--- src/rtl/fpwm_pkg.sv ---
package fpwm_pkg;
  localparam int MODE_W = 4;
  localparam logic [MODE_W-1:0] MODE_FIX8   = 4'd5;
  localparam logic [MODE_W-1:0] MODE_FIX9   = 4'd6;
  localparam logic [MODE_W-1:0] MODE_FIX10  = 4'd7;
  localparam logic [MODE_W-1:0] MODE_CAPTOP = 4'd14;
  localparam logic [MODE_W-1:0] MODE_CMPTOP = 4'd15;

  // strobes from control to datapath
  typedef struct packed {
    logic              tick;
    logic              wrCap;
    logic              capEvt;
    logic [MODE_W-1:0] mode;
  } fpwmCmd_t;

  // events from datapath back to control
  typedef struct packed {
    logic topHit;
    logic capTaken;
  } fpwmEvt_t;
endpackage

--- src/rtl/fpwm_datapath.sv ---
module fpwm_datapath
  import fpwm_pkg::*;
#(
  parameter int CNT_W  = 16,
  parameter int NUM_CH = 2
) (
  input  logic                          clk,
  input  logic                          rstN,
  input  fpwmCmd_t                      cmd,
  input  logic [NUM_CH-1:0]             wrCmp,
  input  logic [CNT_W-1:0]              wrData,
  output logic [CNT_W-1:0]              cnt,
  output logic [CNT_W-1:0]              capReg,
  output fpwmEvt_t                      evt,
  output logic [NUM_CH-1:0]             matchHit,
  output logic [NUM_CH-1:0]             phase
);
  localparam logic [CNT_W-1:0] LIM8  = CNT_W'(255);
  localparam logic [CNT_W-1:0] LIM9  = CNT_W'(511);
  localparam logic [CNT_W-1:0] LIM10 = CNT_W'(1023);
  localparam logic [CNT_W-1:0] ONE   = CNT_W'(1);

  logic [NUM_CH-1:0][CNT_W-1:0] cmpBuf;
  logic [NUM_CH-1:0][CNT_W-1:0] cmpAct;
  logic [CNT_W-1:0] topVal;
  logic [CNT_W-1:0] wrMask;
  logic atTop;
  logic topHit;
  logic capTake;

  // TOP selection and write mask, both driven by the mode code
  always_comb begin
    case (cmd.mode)
      MODE_FIX8:   begin topVal = LIM8;      wrMask = LIM8;  end
      MODE_FIX9:   begin topVal = LIM9;      wrMask = LIM9;  end
      MODE_FIX10:  begin topVal = LIM10;     wrMask = LIM10; end
      MODE_CAPTOP: begin topVal = capReg;    wrMask = '1;    end
      MODE_CMPTOP: begin topVal = cmpAct[0]; wrMask = '1;    end
      default:     begin topVal = '1;        wrMask = '1;    end
    endcase
  end

  assign atTop   = (cnt == topVal);
  assign topHit  = cmd.tick && atTop;
  assign capTake = cmd.capEvt && !cmd.wrCap && (cmd.mode != MODE_CAPTOP);

  always_comb begin
    evt.topHit   = topHit;
    evt.capTaken = capTake;
  end

  // single-slope counter
  always_ff @(posedge clk or negedge rstN) begin
    if (!rstN) begin
      cnt <= '0;
    end else if (cmd.tick) begin
      if (atTop) cnt <= '0;
      else       cnt <= cnt + ONE;
    end
  end

  // capture register: bus write has priority over the strobe
  always_ff @(posedge clk or negedge rstN) begin
    if (!rstN) begin
      capReg <= '0;
    end else if (cmd.wrCap) begin
      capReg <= wrData;
    end else if (capTake) begin
      capReg <= cnt;
    end
  end

  // compare buffers and active values
  always_ff @(posedge clk or negedge rstN) begin
    if (!rstN) begin
      cmpBuf <= '0;
      cmpAct <= '0;
    end else begin
      for (int i = 0; i < NUM_CH; i++) begin
        if (wrCmp[i]) cmpBuf[i] <= wrData & wrMask;
        if (topHit)   cmpAct[i] <= cmpBuf[i];
      end
    end
  end

  always_comb begin
    for (int i = 0; i < NUM_CH; i++) begin
      matchHit[i] = cmd.tick && (cnt == cmpAct[i]);
    end
  end

  // waveform phase: high from BOTTOM until match; BOTTOM wins over a match at TOP
  always_ff @(posedge clk or negedge rstN) begin
    if (!rstN) begin
      phase <= '0;
    end else begin
      for (int i = 0; i < NUM_CH; i++) begin
        if (topHit)           phase[i] <= 1'b1;
        else if (matchHit[i]) phase[i] <= 1'b0;
      end
    end
  end


  cnt_hold_chk: assert property (@(posedge clk) disable iff (!rstN)
    !cmd.tick |=> $stable(cnt));


  cnt_wrap_chk: assert property (@(posedge clk) disable iff (!rstN)
    evt.topHit |=> (cnt == '0));

  generate
    for (genvar g = 0; g < NUM_CH; g++) begin : gChk

      act_hold_chk: assert property (@(posedge clk) disable iff (!rstN)
        !evt.topHit |=> $stable(cmpAct[g]));


      phase_fall_chk: assert property (@(posedge clk) disable iff (!rstN)
        (matchHit[g] && !evt.topHit) |=> !phase[g]);
    end
  endgenerate
endmodule

--- src/rtl/fpwm_ctrl.sv ---
module fpwm_ctrl
  import fpwm_pkg::*;
#(
  parameter int CNT_W  = 16,
  parameter int NUM_CH = 2,
  parameter int ADDR_W = 3
) (
  input  logic               clk,
  input  logic               rstN,
  input  logic               tickEn,
  input  logic               capEvent,
  input  logic               busWe,
  input  logic [ADDR_W-1:0]  busAddr,
  input  logic [CNT_W-1:0]   busWdata,
  input  fpwmEvt_t           evt,
  input  logic [NUM_CH-1:0]  matchHit,
  input  logic [NUM_CH-1:0]  phase,
  output fpwmCmd_t           cmd,
  output logic [NUM_CH-1:0]  wrCmp,
  output logic [NUM_CH-1:0]  pwmOut,
  output logic               ovfFlag,
  output logic               capFlag,
  output logic [NUM_CH-1:0]  cmpFlag
);
  localparam logic [ADDR_W-1:0] ADDR_CTRL = ADDR_W'(0);
  localparam logic [ADDR_W-1:0] ADDR_CAP  = ADDR_W'(1);
  localparam logic [ADDR_W-1:0] ADDR_CLR  = ADDR_W'(2);
  localparam int                CMP_BASE  = 4;
  localparam int                OM_LSB    = MODE_W;

  logic [MODE_W-1:0]       modeReg;
  logic [NUM_CH-1:0][1:0]  omReg;
  logic wrCtrl;
  logic clrHit;

  assign wrCtrl = busWe && (busAddr == ADDR_CTRL);
  assign clrHit = busWe && (busAddr == ADDR_CLR);

  always_comb begin
    cmd.tick   = tickEn;
    cmd.wrCap  = busWe && (busAddr == ADDR_CAP);
    cmd.capEvt = capEvent;
    cmd.mode   = modeReg;
  end

  generate
    for (genvar g = 0; g < NUM_CH; g++) begin : gDec
      assign wrCmp[g] = busWe && (busAddr == ADDR_W'(CMP_BASE + g));
    end
  endgenerate

  always_ff @(posedge clk or negedge rstN) begin
    if (!rstN) begin
      modeReg <= '0;
      omReg   <= '0;
    end else if (wrCtrl) begin
      modeReg <= busWdata[MODE_W-1:0];
      for (int i = 0; i < NUM_CH; i++) begin
        omReg[i] <= busWdata[OM_LSB + 2*i +: 2];
      end
    end
  end

  // sticky flags, set beats clear
  always_ff @(posedge clk or negedge rstN) begin
    if (!rstN) begin
      ovfFlag <= 1'b0;
      capFlag <= 1'b0;
      cmpFlag <= '0;
    end else begin
      if (evt.topHit)                 ovfFlag <= 1'b1;
      else if (clrHit && busWdata[0]) ovfFlag <= 1'b0;

      if (evt.capTaken || (evt.topHit && modeReg == MODE_CAPTOP)) capFlag <= 1'b1;
      else if (clrHit && busWdata[1])                             capFlag <= 1'b0;

      for (int i = 0; i < NUM_CH; i++) begin
        if (matchHit[i] || (i == 0 && evt.topHit && modeReg == MODE_CMPTOP))
          cmpFlag[i] <= 1'b1;
        else if (clrHit && busWdata[2+i])
          cmpFlag[i] <= 1'b0;
      end
    end
  end

  // output polarity per channel
  always_comb begin
    for (int i = 0; i < NUM_CH; i++) begin
      case (omReg[i])
        2'd2:    pwmOut[i] = phase[i];
        2'd3:    pwmOut[i] = ~phase[i];
        default: pwmOut[i] = 1'b0;
      endcase
    end
  end


  ovf_set_chk: assert property (@(posedge clk) disable iff (!rstN)
    evt.topHit |=> ovfFlag);


  ovf_keep_chk: assert property (@(posedge clk) disable iff (!rstN)
    (ovfFlag && !(clrHit && busWdata[0])) |=> ovfFlag);


  cap_set_chk: assert property (@(posedge clk) disable iff (!rstN)
    evt.capTaken |=> capFlag);

  generate
    for (genvar g = 0; g < NUM_CH; g++) begin : gFlagChk

      cmp_set_chk: assert property (@(posedge clk) disable iff (!rstN)
        matchHit[g] |=> cmpFlag[g]);
    end
  endgenerate
endmodule

--- src/rtl/fpwm_timer.sv ---
module fpwm_timer
  import fpwm_pkg::*;
#(
  parameter int CNT_W  = 16,
  parameter int NUM_CH = 2,
  parameter int ADDR_W = 3
) (
  input  logic              clk,
  input  logic              rstN,
  input  logic              tickEn,
  input  logic              capEvent,
  input  logic              busWe,
  input  logic [ADDR_W-1:0] busAddr,
  input  logic [CNT_W-1:0]  busWdata,
  output logic [CNT_W-1:0]  cntVal,
  output logic [CNT_W-1:0]  capVal,
  output logic [NUM_CH-1:0] pwmOut,
  output logic              ovfFlag,
  output logic              capFlag,
  output logic [NUM_CH-1:0] cmpFlag
);
  fpwmCmd_t          cmd;
  fpwmEvt_t          evt;
  logic [NUM_CH-1:0] wrCmp;
  logic [NUM_CH-1:0] matchHit;
  logic [NUM_CH-1:0] phase;

  fpwm_ctrl #(.CNT_W(CNT_W), .NUM_CH(NUM_CH), .ADDR_W(ADDR_W)) uCtrl (
    .clk(clk), .rstN(rstN), .tickEn(tickEn), .capEvent(capEvent),
    .busWe(busWe), .busAddr(busAddr), .busWdata(busWdata),
    .evt(evt), .matchHit(matchHit), .phase(phase),
    .cmd(cmd), .wrCmp(wrCmp), .pwmOut(pwmOut),
    .ovfFlag(ovfFlag), .capFlag(capFlag), .cmpFlag(cmpFlag)
  );

  fpwm_datapath #(.CNT_W(CNT_W), .NUM_CH(NUM_CH)) uDp (
    .clk(clk), .rstN(rstN), .cmd(cmd), .wrCmp(wrCmp), .wrData(busWdata),
    .cnt(cntVal), .capReg(capVal), .evt(evt),
    .matchHit(matchHit), .phase(phase)
  );
endmodule

--- config.mk ---
export PLATFORM = sky130hd
export DESIGN_NAME = fpwm_timer
export DESIGN_NICKNAME = d
export VERILOG_FILES = /design/src/rtl/fpwm_pkg.sv /design/src/rtl/fpwm_datapath.sv /design/src/rtl/fpwm_ctrl.sv /design/src/rtl/fpwm_timer.sv
export SDC_FILE = /design/constraint.sdc
export NUM_CORES = 1
export LEC_CHECK = 0
export BUFFER_PORTS_ARGS = -buffer_cell sky130_fd_sc_hd__clkbuf_2
export CORE_MARGIN = 3
export CORE_UTILIZATION = 30
export DETAILED_ROUTE_END_ITERATION = 10
export HOLD_SLACK_MARGIN = 0.02
export SLEW_MARGIN = 40
export SYNTH_ARGS = -nofsm -noshare
export SYNTH_HDL_FRONTEND = slang
export SYNTH_SLANG_ARGS = --single-unit
--- constraint.sdc ---
create_clock -name clk -period 5.4 [get_ports clk]
set_input_delay 0.81 -clock clk [delete_from_list [all_inputs] [get_ports clk]]
set_output_delay 0.81 -clock clk [all_outputs]
set_load 0.05 [all_outputs]
==> out/results.md <==
* maximum clock rate: 0.304 GHz
* Filler Cells Inserted: 1780
* Resize count post-CTS: 0
* CTS tree: done
* Iter 0 DRT Violations: 293
* First-pass DRT Iterations: 4
* most common cell after layout, fill and taps aside: sky130_fd_sc_hd__dfrtp_1
* synthesized area per cell: 10.9 sq um
* Tightest Hold Check Type: in2async
* initial core utilization: 31.0%
* largest incremental delay on the critical path: 0.65 ns
* ranking of synthesized cells by area: sky130_fd_sc_hd__dfrtp_1 49%, sky130_fd_sc_hd__mux2_2 13%, sky130_fd_sc_hd__xnor2_1 6.5%, sky130_fd_sc_hd__nand2_1 4.3%, sky130_fd_sc_hd__o21ai_0 3.5%
* post-layout minimum cycle time: 3.29 ns
* largest net degree at the start of global routing: 62
* startpoint class of the critical path: flip-flop
* post-CTS setup buffers: 0
* maximum fanout along the worst path: 39
* die area: 0.0206 sq mm
* horizontal die dimension: 143 microns
* critical path capture point type: flip-flop
* critical path buffer and inverter count: 0
* top cell type by total area after synthesis: sky130_fd_sc_hd__dfrtp_1
* critical path, cell by cell: nand3_1 > or4_1 > a32oi_1 > o2111a_2 > nand2_4 > mux2_2
* number of antenna violations at the first check in global routing: 0
* worst-skew pair later-pin latency: 0.36 ns
* Max clock buf depth: 2
* total overflow reported by the global router: 0
* top_reg_cell synth: sky130_fd_sc_hd__dfrtp_1
* Avg WL per Cell: 17.8 microns
* Layout Area Growth over Synthesis: 14.6%
* unrepaired setup endpoints after global routing: false
* Final Setup Violations: 0
* Final Worst Setup Slack: 2.11 ns
* Place WS: 2.16 ns
* Port-buffer cells: 61
* detailed placement HPWL: 10600 microns
* post-route clock period utilization: 60.8%
* global placer's final weighted congestion: 0.846
* via count of the first global-routing pass: 4076
* H-tree Lvls: 3
* result of the run: completed
* Final Max Slew Viols: 0
* Top Ports: 62
* final hold vios: 0
* EDFF count, synth: 0
* maximum vdd drop: 0.000139 V
* Die Height: 143 microns
* count of synthesis-stage warnings from yosys: 0
* number of buffers created by CTS: 9
* antenna fix cells: 0
* headroom to the max-slew limit: 56.2%
* Syn Nets: 546
* Seq cells post-synth: 110
* via count: 4038
* CTS clock-pin slew for the worst setup and hold paths: 0.07 ns
* Worst EP arrival: 3.53 ns
* Clock Sink Count: 110
* kind of critical path: reg2reg
* register area share after synthesis: 48.6%
* total routed wirelength: 14100 microns
* cts-stage hold buffer count: 0
* cell at the slowest stage of the critical path: sky130_fd_sc_hd__dfrtp_1
* wire length of the first global-routing pass: 22700 microns
* Clock Tree Root: sky130_fd_sc_hd__clkbuf_16
* Crit path required time: 5.65 ns
* cell leakage power: 0.00294 uW
* worst clock skew on the final layout: 0.0105 ns
* delay-heaviest family, CP: simple AND/OR/NAND/NOR gates
* area share of the largest cell type after synthesis: 48.6%
* Synth Cell Area: 0.00566 sq mm
* remaining antenna violation count after routing: 0
* share of cells above drive strength 1: 28.5%
* max-cap viol count: 0
* Nets: 585
* post-synthesis async set-or-reset flop share: 100%
* most frequent cells in the layout: 110 x sky130_fd_sc_hd__dfrtp_1, 65 x sky130_fd_sc_hd__nand2_1, 63 x sky130_fd_sc_hd__mux2_2
* number of remaining DRC errors: 0
* Post-Syn Instances: 521
* combined global-route utilization of all metal layers: 14.2%
* Power Density: 355 mW/mm^2
* setup total negative slack: 0 ns
* area inside the core boundary: 0.0183 sq mm
* number of vias per cell after detailed routing: 5.09
* distinct cell type count of the synthesized netlist: 53
* actual slew at the worst max-slew pin: 0.652 ns
* count of standard-cell rows: 49
-- layout make-up --
type	instances	area [sq um]	area share, %
clock buffer	10	239	3.68
clock inverter	6	115	1.77
inverter	2	7.51	0.116
multi-input combinational	370	2730	42.1
sequential	110	2750	42.4
tap	229	287	4.41
timing repair buffer	67	357	5.49
-- metrics by stage --
step / util, % / cells / cell area [sq um] / hold WS, ns / power, uW
after floorplan: - / 521 / 5660 / 0.446 / 1390
after global placement: 33.4 / 776 / 6100 / 0.452 / 1520
after detailed placement: 33.5 / 778 / 6130 / 0.454 / 1540
after CTS: 35.5 / 794 / 6480 / 0.469 / 2320
after global routing: 35.5 / 794 / 6490 / 0.468 / 2410
final: 35.5 / 794 / 6490 / 0.428 / 2300
-- where the power goes --
part           total (uW)  switching [uW]  internal (uW)
Combinational         487             310            177
Clock                 782             312            469
Sequential           1040             115            921
Total                2300             737           1570
-- sequential cells by signal, summed over array words and instances, names as in the netlist --
name,cells
uDp.cmpAct,32
uDp.cmpBuf,32
uDp.capReg,16
uDp.phase,2
uCtrl.omReg,4
uCtrl.capFlag,1
uCtrl.modeReg,4
uCtrl.ovfFlag,1
uDp.cnt,16
uCtrl.cmpFlag,2
-- routing by layer --
layer	GRT usage, %	vias up	share of wire (%)
met4	5.00	0	2.2
met3	3.56	29	5.1
met2	23.0	79	49
met1	18.7	2018	44
li1	-	1912	-
met5	0	-	0
-- worst paths after layout --
path,to,start,slack [ns],depth (start not counted)
setup / recovery,uDp.cmpAct[21],uCtrl.modeReg[3],2.11,6
hold / removal,uDp.cmpBuf[14],rstN,0.43,1
setup reg to reg,uDp.cmpAct[21],uCtrl.modeReg[3],2.11,6
hold reg to reg,uCtrl.cmpFlag[0],uCtrl.cmpFlag[0],0.47,2
max in group asynchronous,uDp.cmpBuf[25],rstN,3.90,2
min in group clk,uCtrl.cmpFlag[0],uCtrl.cmpFlag[0],0.47,2
-- synth_stat cells, types with 2 or more instances --
| library cell | n |
|---|---|
| sky130_fd_sc_hd__xor2_1 | 11 |
| sky130_fd_sc_hd__clkbuf_1 | 24 |
| sky130_fd_sc_hd__mux2i_1 | 18 |
| sky130_fd_sc_hd__nor2_1 | 9 |
| sky130_fd_sc_hd__inv_1 | 2 |
| sky130_fd_sc_hd__o21ai_0 | 40 |
| sky130_fd_sc_hd__nor4_1 | 2 |
| sky130_fd_sc_hd__buf_2 | 4 |
| sky130_fd_sc_hd__nand3b_1 | 3 |
| sky130_fd_sc_hd__a31oi_1 | 3 |
| sky130_fd_sc_hd__nand2_1 | 65 |
| sky130_fd_sc_hd__nor3b_1 | 4 |
| sky130_fd_sc_hd__dfrtp_1 | 110 |
| sky130_fd_sc_hd__a32oi_1 | 4 |
| sky130_fd_sc_hd__and2_1 | 4 |
| sky130_fd_sc_hd__or4_1 | 2 |
| sky130_fd_sc_hd__mux2_4 | 3 |
| sky130_fd_sc_hd__and3b_1 | 5 |
| sky130_fd_sc_hd__xnor2_1 | 42 |
| sky130_fd_sc_hd__buf_1 | 3 |
| sky130_fd_sc_hd__or3b_2 | 2 |
| sky130_fd_sc_hd__nand4_1 | 11 |
| sky130_fd_sc_hd__buf_6 | 4 |
| sky130_fd_sc_hd__nand2b_1 | 5 |
| sky130_fd_sc_hd__buf_4 | 4 |
| sky130_fd_sc_hd__mux2_2 | 63 |
| sky130_fd_sc_hd__a211oi_1 | 2 |
| sky130_fd_sc_hd__and4_1 | 2 |
| sky130_fd_sc_hd__nor3_1 | 5 |
| sky130_fd_sc_hd__nand3_1 | 13 |
| sky130_fd_sc_hd__and3_1 | 5 |
| sky130_fd_sc_hd__nor2b_1 | 10 |
| sky130_fd_sc_hd__a21oi_1 | 14 |
| sky130_fd_sc_hd__o211ai_1 | 4 |
-- cells by family after synthesis --
group	synth area share, %
AOI/OAI and AO/OA	8.22
buffers and inverters	3.60
xor gates and xnor gates	8.20
DFF	48.6
muxes	17.3
and+or+nand+nor	13.8
adders and majority gates	0.221
Power figures use the tool's default switching activity.
